==> src/rtl/sram_ctrl_pkg.sv <==
package sram_ctrl_pkg;

  typedef enum logic [2:0] {
    ST_IDLE,
    ST_RD_ACC,
    ST_RD_TURN,
    ST_WR_SETUP,
    ST_WR_PULSE,
    ST_WR_HOLD
  } ctlState_t;

  // strobes from the control to the datapath
  typedef struct packed {
    logic ceN;
    logic oeN;
    logic weN;
    logic drive;
    logic loadReq;
    logic capRsp;
  } pinCtl_t;

  // nanoseconds to whole cycles, rounded up, at least one
  function automatic int nsToCyc(input int ns, input int clkNs);
    int c;
    c = (ns + clkNs - 1) / clkNs;
    if (c < 1) c = 1;
    return c;
  endfunction

  function automatic int maxInt(input int a, input int b);
    return (a > b) ? a : b;
  endfunction

endpackage

==> src/rtl/sram_ctrl_fsm.sv <==
module sram_ctrl_fsm
  import sram_ctrl_pkg::*;
#(
  parameter int RD_CYC = 1,
  parameter int WP_CYC = 1,
  parameter int HZ_CYC = 1
) (
  input  logic    clk,
  input  logic    rst,
  input  logic    reqValid,
  input  logic    reqWrite,
  output logic    reqReady,
  output pinCtl_t strb
);

  localparam int MAX_CYC = maxInt(maxInt(RD_CYC, WP_CYC), HZ_CYC);
  localparam int CNT_W   = (MAX_CYC < 2) ? 1 : $clog2(MAX_CYC);

  ctlState_t state, nextState;
  logic [CNT_W-1:0] cnt;
  logic lastRd, lastWp, lastHz;

  assign lastRd = (cnt == CNT_W'(RD_CYC - 1));
  assign lastWp = (cnt == CNT_W'(WP_CYC - 1));
  assign lastHz = (cnt == CNT_W'(HZ_CYC - 1));

  always_comb begin
    nextState = state;
    unique case (state)
      ST_IDLE:     if (reqValid) nextState = reqWrite ? ST_WR_SETUP : ST_RD_ACC;
      ST_RD_ACC:   if (lastRd) nextState = ST_RD_TURN;
      ST_RD_TURN:  if (lastHz) nextState = ST_IDLE;
      ST_WR_SETUP: nextState = ST_WR_PULSE;
      ST_WR_PULSE: if (lastWp) nextState = ST_WR_HOLD;
      ST_WR_HOLD:  nextState = ST_IDLE;
      default:     nextState = ST_IDLE;
    endcase
  end

  always_ff @(posedge clk) begin
    if (rst) begin
      state <= ST_IDLE;
      cnt   <= '0;
    end else begin
      state <= nextState;
      if (nextState != state) cnt <= '0;
      else                    cnt <= cnt + CNT_W'(1);
    end
  end

  // pin levels follow the state being entered, registered in the datapath
  always_comb begin
    strb.ceN     = (nextState == ST_IDLE) || (nextState == ST_RD_TURN);
    strb.oeN     = (nextState != ST_RD_ACC);
    strb.weN     = (nextState != ST_WR_PULSE);
    strb.drive   = (nextState == ST_WR_SETUP) || (nextState == ST_WR_PULSE) ||
                   (nextState == ST_WR_HOLD);
    strb.loadReq = (state == ST_IDLE) && reqValid;
    strb.capRsp  = (state == ST_RD_ACC) && lastRd;
  end

  assign reqReady = (state == ST_IDLE);

endmodule

==> src/rtl/sram_ctrl_dp.sv <==
module sram_ctrl_dp
  import sram_ctrl_pkg::*;
#(
  parameter int ADDR_W = 17,
  parameter int DATA_W = 8
) (
  input  logic              clk,
  input  logic              rst,
  input  pinCtl_t           strb,
  input  logic [ADDR_W-1:0] reqAddr,
  input  logic [DATA_W-1:0] reqWdata,
  input  logic [DATA_W-1:0] sramDqIn,
  output logic              rspValid,
  output logic [DATA_W-1:0] rspData,
  output logic              sramCeN,
  output logic              sramOeN,
  output logic              sramWeN,
  output logic [ADDR_W-1:0] sramAddr,
  output logic [DATA_W-1:0] sramDqOut,
  output logic              sramDqOe
);

  // strobes: reset to inactive
  always_ff @(posedge clk) begin
    if (rst) begin
      sramCeN  <= 1'b1;
      sramOeN  <= 1'b1;
      sramWeN  <= 1'b1;
      sramDqOe <= 1'b0;
      rspValid <= 1'b0;
    end else begin
      sramCeN  <= strb.ceN;
      sramOeN  <= strb.oeN;
      sramWeN  <= strb.weN;
      sramDqOe <= strb.drive;
      rspValid <= strb.capRsp;
    end
  end

  // address and data hold through the whole access
  always_ff @(posedge clk) begin
    if (rst) begin
      sramAddr  <= '0;
      sramDqOut <= '0;
      rspData   <= '0;
    end else begin
      if (strb.loadReq) begin
        sramAddr  <= reqAddr;
        sramDqOut <= reqWdata;
      end
      if (strb.capRsp) rspData <= sramDqIn;
    end
  end

endmodule

==> src/rtl/sram_port_ctrl.sv <==
module sram_port_ctrl
  import sram_ctrl_pkg::*;
#(
  parameter int ADDR_W    = 17,
  parameter int DATA_W    = 8,
  parameter int CLK_NS    = 10,
  parameter int T_AA_NS   = 10,
  parameter int T_DOE_NS  = 5,
  parameter int T_PWE_NS  = 7,
  parameter int T_SD_NS   = 5,
  parameter int T_AW_NS   = 7,
  parameter int T_WC_NS   = 10,
  parameter int T_HZOE_NS = 5
) (
  input  logic              clk,
  input  logic              rst,
  input  logic              reqValid,
  output logic              reqReady,
  input  logic              reqWrite,
  input  logic [ADDR_W-1:0] reqAddr,
  input  logic [DATA_W-1:0] reqWdata,
  output logic              rspValid,
  output logic [DATA_W-1:0] rspData,
  output logic              sramCeN,
  output logic              sramOeN,
  output logic              sramWeN,
  output logic [ADDR_W-1:0] sramAddr,
  output logic [DATA_W-1:0] sramDqOut,
  output logic              sramDqOe,
  input  logic [DATA_W-1:0] sramDqIn
);

  localparam int RD_CYC = maxInt(nsToCyc(T_AA_NS, CLK_NS), nsToCyc(T_DOE_NS, CLK_NS));
  localparam int WP_CYC = maxInt(maxInt(nsToCyc(T_PWE_NS, CLK_NS), nsToCyc(T_SD_NS, CLK_NS)),
                                 maxInt(maxInt(1, nsToCyc(T_AW_NS, CLK_NS) - 1),
                                        maxInt(1, nsToCyc(T_WC_NS, CLK_NS) - 2)));
  localparam int HZ_CYC = nsToCyc(T_HZOE_NS, CLK_NS);

  pinCtl_t strb;

  sram_ctrl_fsm #(
    .RD_CYC(RD_CYC),
    .WP_CYC(WP_CYC),
    .HZ_CYC(HZ_CYC)
  ) i_fsm (
    .clk     (clk),
    .rst     (rst),
    .reqValid(reqValid),
    .reqWrite(reqWrite),
    .reqReady(reqReady),
    .strb    (strb)
  );

  sram_ctrl_dp #(
    .ADDR_W(ADDR_W),
    .DATA_W(DATA_W)
  ) i_dp (
    .clk      (clk),
    .rst      (rst),
    .strb     (strb),
    .reqAddr  (reqAddr),
    .reqWdata (reqWdata),
    .sramDqIn (sramDqIn),
    .rspValid (rspValid),
    .rspData  (rspData),
    .sramCeN  (sramCeN),
    .sramOeN  (sramOeN),
    .sramWeN  (sramWeN),
    .sramAddr (sramAddr),
    .sramDqOut(sramDqOut),
    .sramDqOe (sramDqOe)
  );

endmodule

==> config.mk <==
export PLATFORM = sky130hd
export DESIGN_NAME = sram_port_ctrl
export DESIGN_NICKNAME = d
export VERILOG_FILES = /design/src/rtl/sram_ctrl_pkg.sv /design/src/rtl/sram_ctrl_fsm.sv /design/src/rtl/sram_ctrl_dp.sv /design/src/rtl/sram_port_ctrl.sv
export SDC_FILE = /design/constraint.sdc
export NUM_CORES = 1
export LEC_CHECK = 0
export BUFFER_PORTS_ARGS = -buffer_cell sky130_fd_sc_hd__buf_2
export CORE_MARGIN = 2
export CORE_UTILIZATION = 48
export CTS_BUF_LIST = sky130_fd_sc_hd__clkbuf_16
export CTS_CLUSTER_SIZE = 30
export DETAILED_ROUTE_END_ITERATION = 8
export PLACE_DENSITY_LB_ADDON = 0.25
export SYNTH_ARGS = -nofsm -noshare
export SYNTH_HDL_FRONTEND = slang
export SYNTH_SLANG_ARGS = --single-unit
==> constraint.sdc <==
create_clock -name clk -period 3.7 [get_ports clk]
set_clock_uncertainty 0.05 [all_clocks]
set_input_delay 0.185 -clock clk [delete_from_list [all_inputs] [get_ports clk]]
set_output_delay 0.185 -clock clk [all_outputs]
set_load 0.02 [all_outputs]
* Word-level counts from Yosys, hierarchy flattened *
Cells that the tools add are included.
Widths: inputs -> output; s select.

storage, ports and cells
  bits in registers = 42
  input bits = 37
  output and inout bits = 39
  word-level logic and storage cells = 37

cells by class
  add/sub/neg operators = 1
  equality and inequality tests = 11
  multiplexer cells = 6
  bitwise logic cells = 1
  reduce and logical (&&, ||, !) cells = 8

operators by type and width
  cell                 number
  $pmux 3 s5           1
  $eq 3x2->1 const B   4
  $mux 3               4
  $eq 3x3->1 const B   3
  $logic_not 3->1      2
  $eq 3x1->1 const B   1
  $logic_or 1x1->1     3
  $ne 3x1->1 const B   1
  $ne 3x3->1           1
  $ne 3x3->1 const B   1
  $logic_and 1x1->1    2
  $mux 2               1
  $reduce_or 2->1      1
  $add 1x1->1 const B  1
  $not 1->1            1

* Longest topological paths before layout *
  depth after elaboration = 6
  gate-level depth with buffers = 5
  mapped depth without buffers = 3

* Modules after synthesis *
From an unflattened synthesis, not the netlist that was laid out.

unflattened totals
  cells, all modules = 152
  area total of the unflattened synthesis = 1617.8 µm²

by module, submodules not included
  module         instances  cells each  area each (µm²)  seq. area each (µm²)
  sram_ctrl_dp   1          117         1323.8           760.7
  sram_ctrl_fsm  1          35          294.0            80.1

* Least setup slack after synthesis *
OpenSTA, ideal clock, no wires.

  path kind = register to register
  from = reg i_fsm.state[1]
  to = reg i_fsm.cnt
  setup time = 0.096 ns
  data arrival time = 1.308 ns
  required time = 3.554 ns
  setup slack = 2.246 ns
  stages on the path, launching flop included = 4
  path buffers = 1
  period minus slack after synthesis = 1.454 ns
  cell sequence = dfxtp_1 buf_2 nor3_1 nor4b_1

between the ends
  word-level cells in the longest chain between the ends = 4
  elaborated cells on any way between the ends = 12
  those cells by class = eq/ne (5); mux (5); reduce/logical (2)

RTL lines
  element                    RTL line              text
  from (decl)                sram_ctrl_fsm.sv:19   ctlState_t state, nextState;
  from (signal assigned)     sram_ctrl_fsm.sv:45   state <= nextState;
  $logic_not 3->1            --
  via reqReady               sram_port_ctrl.sv:18  output logic reqReady,
  $pmux 3 s5                 sram_ctrl_fsm.sv:29   unique case (state)
  $ne 3x3->1                 sram_ctrl_fsm.sv:46   if (nextState != state) cnt <= '0;
  $reduce_or 2->1 (no line)  --
  to (signal assigned)       sram_ctrl_fsm.sv:47   else cnt <= cnt + CNT_W'(1);
  to (decl)                  sram_ctrl_fsm.sv:20   logic [CNT_W-1:0] cnt;

The timed path passes the listed nets, and every way through them passes these cells.
A chain may end at the register's enable or synchronous reset.

* Final worst setup path *
  from = reg i_fsm.state[1]
  to = reg i_dp.sramDqOut[4]

between the ends
  word-level cells in the longest chain between the ends = 2

RTL lines
  element               RTL line             text
  $logic_not 3->1       sram_ctrl_fsm.sv:58  strb.loadReq = (state == ST_IDLE) && reqValid;
  $logic_and 1x1->1     sram_ctrl_fsm.sv:58
  to (signal assigned)  sram_ctrl_dp.sv:49   sramDqOut <= reqWdata;
  to (decl)             sram_ctrl_dp.sv:19   output logic [DATA_W-1:0] sramDqOut,

Every way passes these cells.

==> results.md <==
* HPWL after DPL at 2290 um
* RSZ-0062 raised after global routing: no
* Slew Limit Fails at 0
* Reg-to-reg slack, setup at 1.81 ns
* Hold Buf Count CTS at 0
* Setup WS pre-CTS at 1.78 ns
* Setup TNS at 0 ns
* Worst slew margin at 26.7%
* Final core occ at 66.9%
* Data required, critical path at 3.78 ns
* CTS Root Cell: clkbuf_16
* Sw Share at 27.7%
* Gate Count Post-Synth at 189
* Share of layout cells above drive strength 1 at 32.3%
* CP Capture Point: i_dp.sramDqOut[4]
* Total grt overflow at 0
* Largest net degree at the start of global routing at 43
* Die height at 61.2 um
* GPL Wtd Cong at 0.783
* Core footprint at 0.00308 mm^2
* Postcts setup bufs at 0
* Clock period minus worst slack at 1.89 ns
* Vias in the first global route at 1175
* Critical path peak fanout at 25
* Seq pwr share at 46.4%
* CTS H-tree depth at 2
* Area contributors post-synth: dfxtp_1 53%, nand2_1 17%, a21oi_1 11%
* Reg-to-reg startpoint: i_fsm.state[1]
* Max_cap viols at 0
* Leading cell type by number of instances after synthesis: nand2_1
* First DRT Iteration DRCs at 79
* Clock latency on the worst-skew pair at 0.28 ns
* Nature of the critical path endpoint: flop
* Fin nets at 293
* Fillcell total at 281
* Synth top area share at 53.5%
* Share of total power in combinational logic at 17.0%
* Initial antenna violation count at 0
* Die ar. at 0.00375 mm^2
* Max Fclk at 528 MHz
* Crit path DAT at 1.97 ns
* Reg clk slew, reported paths at 0.06 ns
* Pleak at 0.000956 uW
* N_diodes at 0
* Initial core utilization at 51.1%
* Final ANT Viol Nets at 0
* CTS tree: built
* Worst r2r dst: i_dp.sramDqOut[4]
* Resized cells post-CTS at 0
* Total track usage at 18.8%
* Cts bufs inserted at 5
* First-pass GRT wire length at 5170 um
* Worst hold-check path type: in2reg
* Top cells by count, synth: 70 x nand2_1, 42 x dfxtp_1, 35 x a21oi_1
* CTS sink count at 42
* Cell Area, Synth at 0.00157 mm^2
* First-pass DRT Iterations at 4
* Final worst slack at 1.81 ns
* Final worst path period share at 51.2%
* Synth Net Count at 226
* Die Width at 61.2 um
* Clock Power Share at 36.6%
* Register Area at 841 um^2
* Slew of the pin with the lowest slew margin at 1.09 ns
* WS Path Type: reg2reg
* Number of enable flip-flop cells after synthesis at 0
* Setup Viol. Count Final at 0
* Area growth, synth to finish at 30.9%
* Endpoints failing hold at 0
* Avg Cell Area, Syn at 8.32 um^2
* Ys flop type: dfxtp_1
* Final Power at 1110 uW
* Routed WL at 3440 um
* Ports at 76
* Netlist cell types at 22
* Placement row count at 20
* Ys async rst share at 0%
* Largest area contributor in the netlist: dfxtp_1
* Longest Clk Path Bufs at 2
* Crit start category: flop
* Vias per cell at 4.94
* Via Count at 1488
* Post-DR wirelength/cell at 11.4 um
* Seq/Total Area, Yosys at 53.5%
* Warnings, synthesis at 0
* Critical path launch point: i_fsm.state[1]
* Power per cell area at 539 mW/mm^2
* Drc violations at 0
* Multi-input logic area at 651 um^2
* Worst reg2reg path depth at 3
* Cell Int Power at 803 uW
* Synth Register Bits at 42
* Status: completed
* IO buf count at 75
* Switching pwr at 307 uW
* Max VDD drop at 0.000343 V
## kinds of logic (layout without fill, tap and decap cells)
kind of cell | Yosys count | count (layout) | synth area share, %
AOI/OAI and AO/OA | 41 | 41 | 14.5
and+or+nand+nor | 91 | 91 | 26.9
DFF | 42 | 42 | 53.5
buffers and inverters | 15 | 83 | 5.17
## placed cells by master (no fill, tap or decap), types with 2 or more instances in the layout
cell	instances
a21oi_1	35
buf_2	75
clkbuf_16	5
dfxtp_1	42
nand2_1	70
nand2b_1	3
nor2_1	6
nor2b_1	2
nor3_1	2
nor4b_4	2
or4b_1	2
## critical path, cell delays in order, from the launching register on
cell and delay, ns:
dfxtp_1 0.47, or4b_1 0.96, nand2_1 0.18, a21oi_1 0.08
## cell type report
class | instances | share of cell area [%]
clock buffers | 5 | 6.08
multi-input cells | 132 | 31.6
clock inverters | 3 | 0.608
flip-flops and latches | 42 | 40.8
repair buffers | 75 | 18.2
well taps | 44 | 2.67
## metal layers
metal | part of all wire, % | track usage [%] | wire, um | vias up
met5 | 0 | 0 | 0 | -
met4 | 1.5 | 7.45 | 52 | 0
met3 | 7.5 | 7.14 | 259 | 7
met2 | 45 | 28.6 | 1530 | 53
met1 | 46 | 24.3 | 1600 | 671
li1 | - | - | - | 757
## power groups by stage
stage,logic [uW],clock network [uW],registers (uW)
after floorplan,104,0,553
after global placement,190,0,523
after detailed placement,191,0,525
after CTS,192,412,515
after global routing,210,432,521
final,189,406,516
## through the flow
stage / area (um^2) / hold slack, ns / std cells
final: 2060 / 0.0872 / 301
after global routing: 2060 / 0.0971 / 301
after CTS: 2060 / 0.0841 / 301
after detailed placement: 1920 / 0.381 / 293
after global placement: 1920 / 0.375 / 293
after floorplan: 1570 / 0.214 / 189
## registers in the layout (all words and copies together), names as in the netlist
name,cells
i_dp.rspData,8
i_dp.rspValid,1
i_dp.sramAddr,17
i_dp.sramCeN,1
i_dp.sramDqOe,1
i_dp.sramDqOut,8
i_dp.sramOeN,1
i_dp.sramWeN,1
i_fsm.cnt,1
i_fsm.state,3
## worst min-delay path by stage
stage	depth (start not counted)	startpoint	slack, ns	to
finish	3	reqAddr[10]	0.09	i_dp.sramAddr[10]
global placement	3	sramDqIn[6]	0.37	i_dp.rspData[6]
floorplan	1	reqValid	0.21	i_fsm.cnt
CTS	3	reqWdata[2]	0.08	i_dp.sramDqOut[2]
detailed placement	3	reqAddr[6]	0.38	i_dp.sramAddr[6]
global route	3	reqAddr[14]	0.1	i_dp.sramAddr[14]
(Power assumes the default switching activity.)
